File: src/rtl/pwrsw_pkg.sv
package pwrsw_pkg;
    localparam int NREQ   = 4;
    localparam int ADDR_W = 8;
    localparam int DATA_W = 32;
    localparam int NGRP   = 2;

    localparam logic [ADDR_W-1:0] OFS_STATUS = 8'hDC;
    localparam logic [ADDR_W-1:0] OFS_MASK   = 8'hE0;
    localparam logic [ADDR_W-1:0] OFS_CLEAR  = 8'hE4;
    localparam logic [ADDR_W-1:0] OFS_CTRL   = 8'hE8;

    typedef enum logic {
        GRP_IDLE  = 1'b0,
        GRP_PULSE = 1'b1
    } grp_state_t;

    // success flag position for acknowledge group g (bus = 0, I/O = 2)
    function automatic int succ_bit(input int g);
        return 2 * g;
    endfunction
endpackage

File: src/rtl/pwrsw_status.sv
module pwrsw_status
    import pwrsw_pkg::*;
#(
    parameter int N = NREQ
) (
    input  logic         clk,
    input  logic         rst_n,
    input  logic [N-1:0] por_pend,
    input  logic [N-1:0] req,
    input  logic         clr_we,
    input  logic [N-1:0] clr_bits,
    input  logic         mask_we,
    input  logic [N-1:0] mask_bits,
    output logic [N-1:0] status,
    output logic [N-1:0] mask,
    output logic         irq
);
    logic [N-1:0] clr_eff;

    always_comb begin
        clr_eff = clr_we ? clr_bits : '0;
    end

    always_ff @(posedge clk) begin
        if (!rst_n) begin
            status <= por_pend;
            mask   <= '0;
        end else begin
            status <= (status & ~clr_eff) | req;
            if (mask_we) mask <= mask_bits;
        end
    end

    always_comb begin
        irq = |(status & mask);
    end

    AST_REQ_SETS: assert property (@(posedge clk) disable iff (!rst_n)
        (req != '0) |=> ((status & $past(req)) == $past(req)));
    AST_STATUS_HOLD: assert property (@(posedge clk) disable iff (!rst_n)
        (req == '0 && !clr_we) |=> $stable(status));
    AST_CLEAR_WORKS: assert property (@(posedge clk) disable iff (!rst_n)
        (clr_we && req == '0) |=> ((status & $past(clr_bits)) == '0));
    AST_SET_WINS: assert property (@(posedge clk) disable iff (!rst_n)
        (clr_we && (req & clr_bits) != '0) |=> ((status & $past(req & clr_bits)) != '0));
    AST_MASK_HOLD: assert property (@(posedge clk) disable iff (!rst_n)
        !mask_we |=> $stable(mask));
endmodule

File: src/rtl/pwrsw_ack_fsm.sv
module pwrsw_ack_fsm
    import pwrsw_pkg::*;
(
    input  logic clk,
    input  logic rst_n,
    input  logic go,
    output logic ack
);
    grp_state_t state, state_nx;

    always_comb begin
        state_nx = state;
        unique case (state)
            GRP_IDLE:  if (go) state_nx = GRP_PULSE;
            GRP_PULSE: state_nx = go ? GRP_PULSE : GRP_IDLE;
            default:   state_nx = GRP_IDLE;
        endcase
    end

    always_ff @(posedge clk) begin
        if (!rst_n) state <= GRP_IDLE;
        else        state <= state_nx;
    end

    always_comb begin
        ack = (state == GRP_PULSE);
    end

    AST_ACK_CAUSE: assert property (@(posedge clk) disable iff (!rst_n)
        ack |-> $past(go));
    AST_ACK_FOLLOWS: assert property (@(posedge clk) disable iff (!rst_n)
        go |=> ack);
endmodule

File: src/rtl/pwrsw_handshake.sv
module pwrsw_handshake
    import pwrsw_pkg::*;
(
    input  logic              clk,
    input  logic              rst_n,
    input  logic [NREQ-1:0]   por_pend,
    input  logic [NREQ-1:0]   req,
    input  logic              wr_en,
    input  logic [ADDR_W-1:0] addr,
    input  logic [DATA_W-1:0] wdata,
    output logic [DATA_W-1:0] rdata,
    output logic              irq,
    output logic              bus_ack,
    output logic              io_ack
);
    logic            we_mask, we_clear, we_ctrl;
    logic [NREQ-1:0] status, mask;
    logic [NGRP-1:0] grp_go, grp_ack, ctrl_q;

    always_comb begin
        we_mask  = wr_en && (addr == OFS_MASK);
        we_clear = wr_en && (addr == OFS_CLEAR);
        we_ctrl  = wr_en && (addr == OFS_CTRL);
    end

    pwrsw_status #(.N(NREQ)) u_status (
        .clk       (clk),
        .rst_n     (rst_n),
        .por_pend  (por_pend),
        .req       (req),
        .clr_we    (we_clear),
        .clr_bits  (wdata[NREQ-1:0]),
        .mask_we   (we_mask),
        .mask_bits (wdata[NREQ-1:0]),
        .status    (status),
        .mask      (mask),
        .irq       (irq)
    );

    for (genvar g = 0; g < NGRP; g++) begin : g_grp
        localparam int SB = succ_bit(g);
        assign grp_go[g] = we_ctrl && wdata[SB];

        pwrsw_ack_fsm u_fsm (
            .clk   (clk),
            .rst_n (rst_n),
            .go    (grp_go[g]),
            .ack   (grp_ack[g])
        );

        always_ff @(posedge clk) begin
            if (!rst_n)       ctrl_q[g] <= 1'b0;
            else if (we_ctrl) ctrl_q[g] <= wdata[SB];
        end
    end

    assign bus_ack = grp_ack[0];
    assign io_ack  = grp_ack[1];

    always_comb begin
        rdata = '0;
        unique case (addr)
            OFS_STATUS: rdata[NREQ-1:0] = status;
            OFS_MASK:   rdata[NREQ-1:0] = mask;
            OFS_CTRL: begin
                rdata[succ_bit(0)] = ctrl_q[0];
                rdata[succ_bit(1)] = ctrl_q[1];
            end
            default:    rdata = '0;
        endcase
    end

    AST_IRQ_NEEDS_MASK: assert property (@(posedge clk) disable iff (!rst_n)
        (mask == '0) |-> !irq);
    AST_BOTH_ACKS: assert property (@(posedge clk) disable iff (!rst_n)
        (we_ctrl && wdata[0] && wdata[2]) |=> (bus_ack && io_ack));
    AST_UNUSED_ZERO: assert property (@(posedge clk) disable iff (!rst_n)
        (addr == OFS_CLEAR) |-> (rdata == '0));
endmodule

File: config.mk
export PLATFORM = sky130hd
export DESIGN_NAME = pwrsw_handshake
export DESIGN_NICKNAME = d
export VERILOG_FILES = /design/src/rtl/pwrsw_pkg.sv /design/src/rtl/pwrsw_status.sv /design/src/rtl/pwrsw_ack_fsm.sv /design/src/rtl/pwrsw_handshake.sv
export SDC_FILE = /design/constraint.sdc
export NUM_CORES = 1
export LEC_CHECK = 0
export BUFFER_PORTS_ARGS = -buffer_cell sky130_fd_sc_hd__buf_4
export CAP_MARGIN = 10
export CORE_MARGIN = 2
export CORE_UTILIZATION = 37
export CTS_CLUSTER_SIZE = 25
export DETAILED_ROUTE_END_ITERATION = 8
export HOLD_SLACK_MARGIN = 0.06
export PLACE_DENSITY = 0.91
export SETUP_SLACK_MARGIN = 0.4
export SLEW_MARGIN = 10
export SYNTH_ARGS = -nofsm -noshare
export SYNTH_HDL_FRONTEND = slang
export SYNTH_SLANG_ARGS = --single-unit
File: constraint.sdc
create_clock -name clk -period 2.4 [get_ports clk]
set_clock_uncertainty 0.1 [all_clocks]
set_input_delay 0.12 -clock clk [delete_from_list [all_inputs] [get_ports clk]]
set_output_delay 0.12 -clock clk [all_outputs]
set_load 0.05 [all_outputs]
==> flow_metrics.tcl <==
set metrics [dict create \
    yosysSeqAreaShare 0.2866 \
    clock-sinks 12 \
    synthCells 101 \
    fill_cells 206 \
    grt_pass1_wl_mm 2.939 \
    synth.distinct_cells 28 \
    synth-seq-cells 12 \
    p_leak_nw 0.5561 \
    met3_usage 0.02874 \
    antenna_found_initial 0 \
    outcome "finished clean" \
    crit_fanout 4 \
    yosysTopAreaCell "dfxtp_1" \
    slew_headroom 0.6367 \
    synth_top_area_frac 0.2866 \
    setup_violations 0 \
    vdd_drop_max_v 0.0002723 \
    grt_pass1_vias 735 \
    r2r_setup_slack_ns 0.66 \
    fin_setup_tns_ns 0 \
    portBuffers 29 \
    htree_levels 1 \
    path_common_cell "buf_4" \
    hold_depth 3 \
    tightest_slew_ns 0.5409 \
    slowest_delay_ns 0.45 \
    overflow 0 \
    syn_to_final_growth_pct 34.92 \
    die_width_um 51.60 \
    grt_max_degree 22 \
    ff_latch_area_um2 240.2 \
    final.period_utilization 0.7307 \
    crit_chain "buf_4 -> or3b_1 -> nor3_1 -> a22o_1 -> buf_4" \
    dp_hpwl_mm 1.417 \
    wl_mm 1.910 \
    postSynthAreaPerCell_um2 8.300 \
    vias 759 \
    die_area_um2 2663 \
    cts_root_buf "clkbuf_4" \
    required_ns 2.18 \
    fmax_ghz 0.5702 \
    arrival_ns 1.53 \
    hp-start "rst_n" \
    rsz0062_at_grt "false" \
    layout_commonest_cell "buf_4" \
    path_class "in -> out" \
    drv_cap 0 \
    clk_pin_slew_ns 0.08 \
    grtUsageTotal 0.1452 \
    syn-cell-area_um2 838.3 \
    routedWlPerCell_um 11.24 \
    grt-busiest-layer "met2" \
    final_util 0.5213 \
    cpMaxStageDelayCell "nor3_1" \
    drt.antenna.violating_nets 0 \
    final_max_slew_viol_count 0 \
    synth_flop_cell "dfxtp_1" \
    initial_core_util 0.3864 \
    yosys_warnings 0 \
    async_flop_share 0 \
    antennaDiodeCount 0 \
    regToRegStartpoint "u_status.status[0]" \
    cp-end-kind "output port" \
    cts_buffers 3 \
    viasPerCell 4.465 \
    yosys-top-cells-area "dfxtp_1, buf_4, mux2i_1, nand2_1, nand2b_1" \
    grt_use_met1 0.1534 \
    coreArea_um2 2170 \
    ios 86 \
    worstHoldEndpoint "u_status.mask[3]" \
    clkLatencyLatePin_ns 0.27 \
    regToRegEndpoint "u_status.status[0]" \
    drc_errors 0 \
    drtIter0Drc 6 \
    cts_max_path_buffers 2 \
    use_met2 0.2821 \
    multiInputGateArea_um2 464.2 \
    synth-edff-count 0 \
    final_nets 194 \
    startpoint_type "primary input" \
    r2r_cells 4 \
    die_h_um 51.60 \
    p_per_area_nw_per_um2 482.4 \
    cts_tree "done" \
    rows 17 \
    layout_common_cells "buf_4, conb_1, nand2_1, dlygate4sd3_1, dfxtp_1" \
    drive_gt1_frac 0.2676 \
    hp-class "in -> reg" \
    post-route-min-period_ns 1.754 \
    drtPass1Iterations 4 \
    place_congestion 0.7132 \
    finalHoldViolations 0 \
]
==> metal layers <==
layer | vias up | share of wire
met5 | - | 0
met4 | 0 | 0.014
met3 | 4 | 0.057
met2 | 37 | 0.54
met1 | 345 | 0.38
li1 | 373 | -
==> synthesized netlist by cell type, types with 2 or more instances <==
library cell / n
a21oi_1: 3
a22o_1: 2
a22oi_1: 2
and3_1: 2
buf_4: 28
clkbuf_1: 2
dfxtp_1: 12
inv_1: 2
mux2i_1: 8
nand2_1: 13
nand2b_1: 3
nor2_1: 3
nor3_1: 3
o22ai_1: 3
o2bb2ai_1: 2
==> where the power goes <==
part | switching, mW | internal (mW) | total (mW)
clock | 0.0706 | 0.0922 | 0.163
sequential | 0.00445 | 0.204 | 0.209
combinational | 0.125 | 0.0496 | 0.174
==> through the flow <==
step           instance area (um2)  cells  hold WS, ns  setup WS [ns]  power (mW)
6_report                      1131    170       0.1063         0.6463      0.5457
5_1_grt                       1131    170       0.1171         0.5448      0.5650
4_1_cts                       1125    170      0.09927         0.5044      0.5452
3_5_place_dp                 958.4    153       0.2472         0.6898      0.3651
3_3_place_gp                 958.4    153       0.2453         0.7456      0.3626
2_1_floorplan                939.7    128       0.1413         0.6097      0.3665
==> final cells by class <==
type / count / area share
inverters: 2 / 0.006637
well taps: 28 / 0.03097
repair buffers: 42 / 0.3075
multi-input cells: 82 / 0.4104
clock buffers: 4 / 0.03208
flip-flops and latches: 12 / 0.2124
==> what timing repair did <==
action                     in CTS  in global routing
setup buffers                   0                  0
hold endpoints to repair        9                  0
gates resized for setup         0                  1
hold buffers                   13                  0
setup endpoints to repair       0                  1
==> logic make-up after synthesis <==
family | count (synthesis) | synth area share
buffers and inverters | 34 | 0.2881
muxes | 8 | 0.09553
AOI/OAI and AO/OA | 14 | 0.1164
other | 1 | 0.004473
and+or+nand+nor | 32 | 0.2090
DFF | 12 | 0.2866
==> worst max-delay path: cells and delay by family <==
kind,cells,cell delay (ns)
buffers and inverters,2,0.30
AO/OA/AOI/OAI,1,0.23
AND/OR/NAND/NOR,2,0.87
==> sequential cells by signal, summed over array words and instances (netlist names) <==
register / count
u_status.mask: 4
g_grp.u_fsm.ack: 2
u_status.status: 4
ctrl_q: 2
==> worst max path at each step <==
stage | slack (ns) | startpoint | endpoint | cells past startpoint
2_1_floorplan | 0.61 | addr[2] | rdata[0] | 3
3_3_place_gp | 0.75 | addr[1] | u_status.status[0] | 4
3_5_place_dp | 0.69 | addr[1] | rdata[1] | 5
4_1_cts | 0.50 | addr[1] | u_status.status[0] | 5
5_1_grt | 0.54 | addr[4] | u_status.status[0] | 5
6_report | 0.65 | addr[1] | rdata[1] | 5
(Power assumes the default switching activity.)
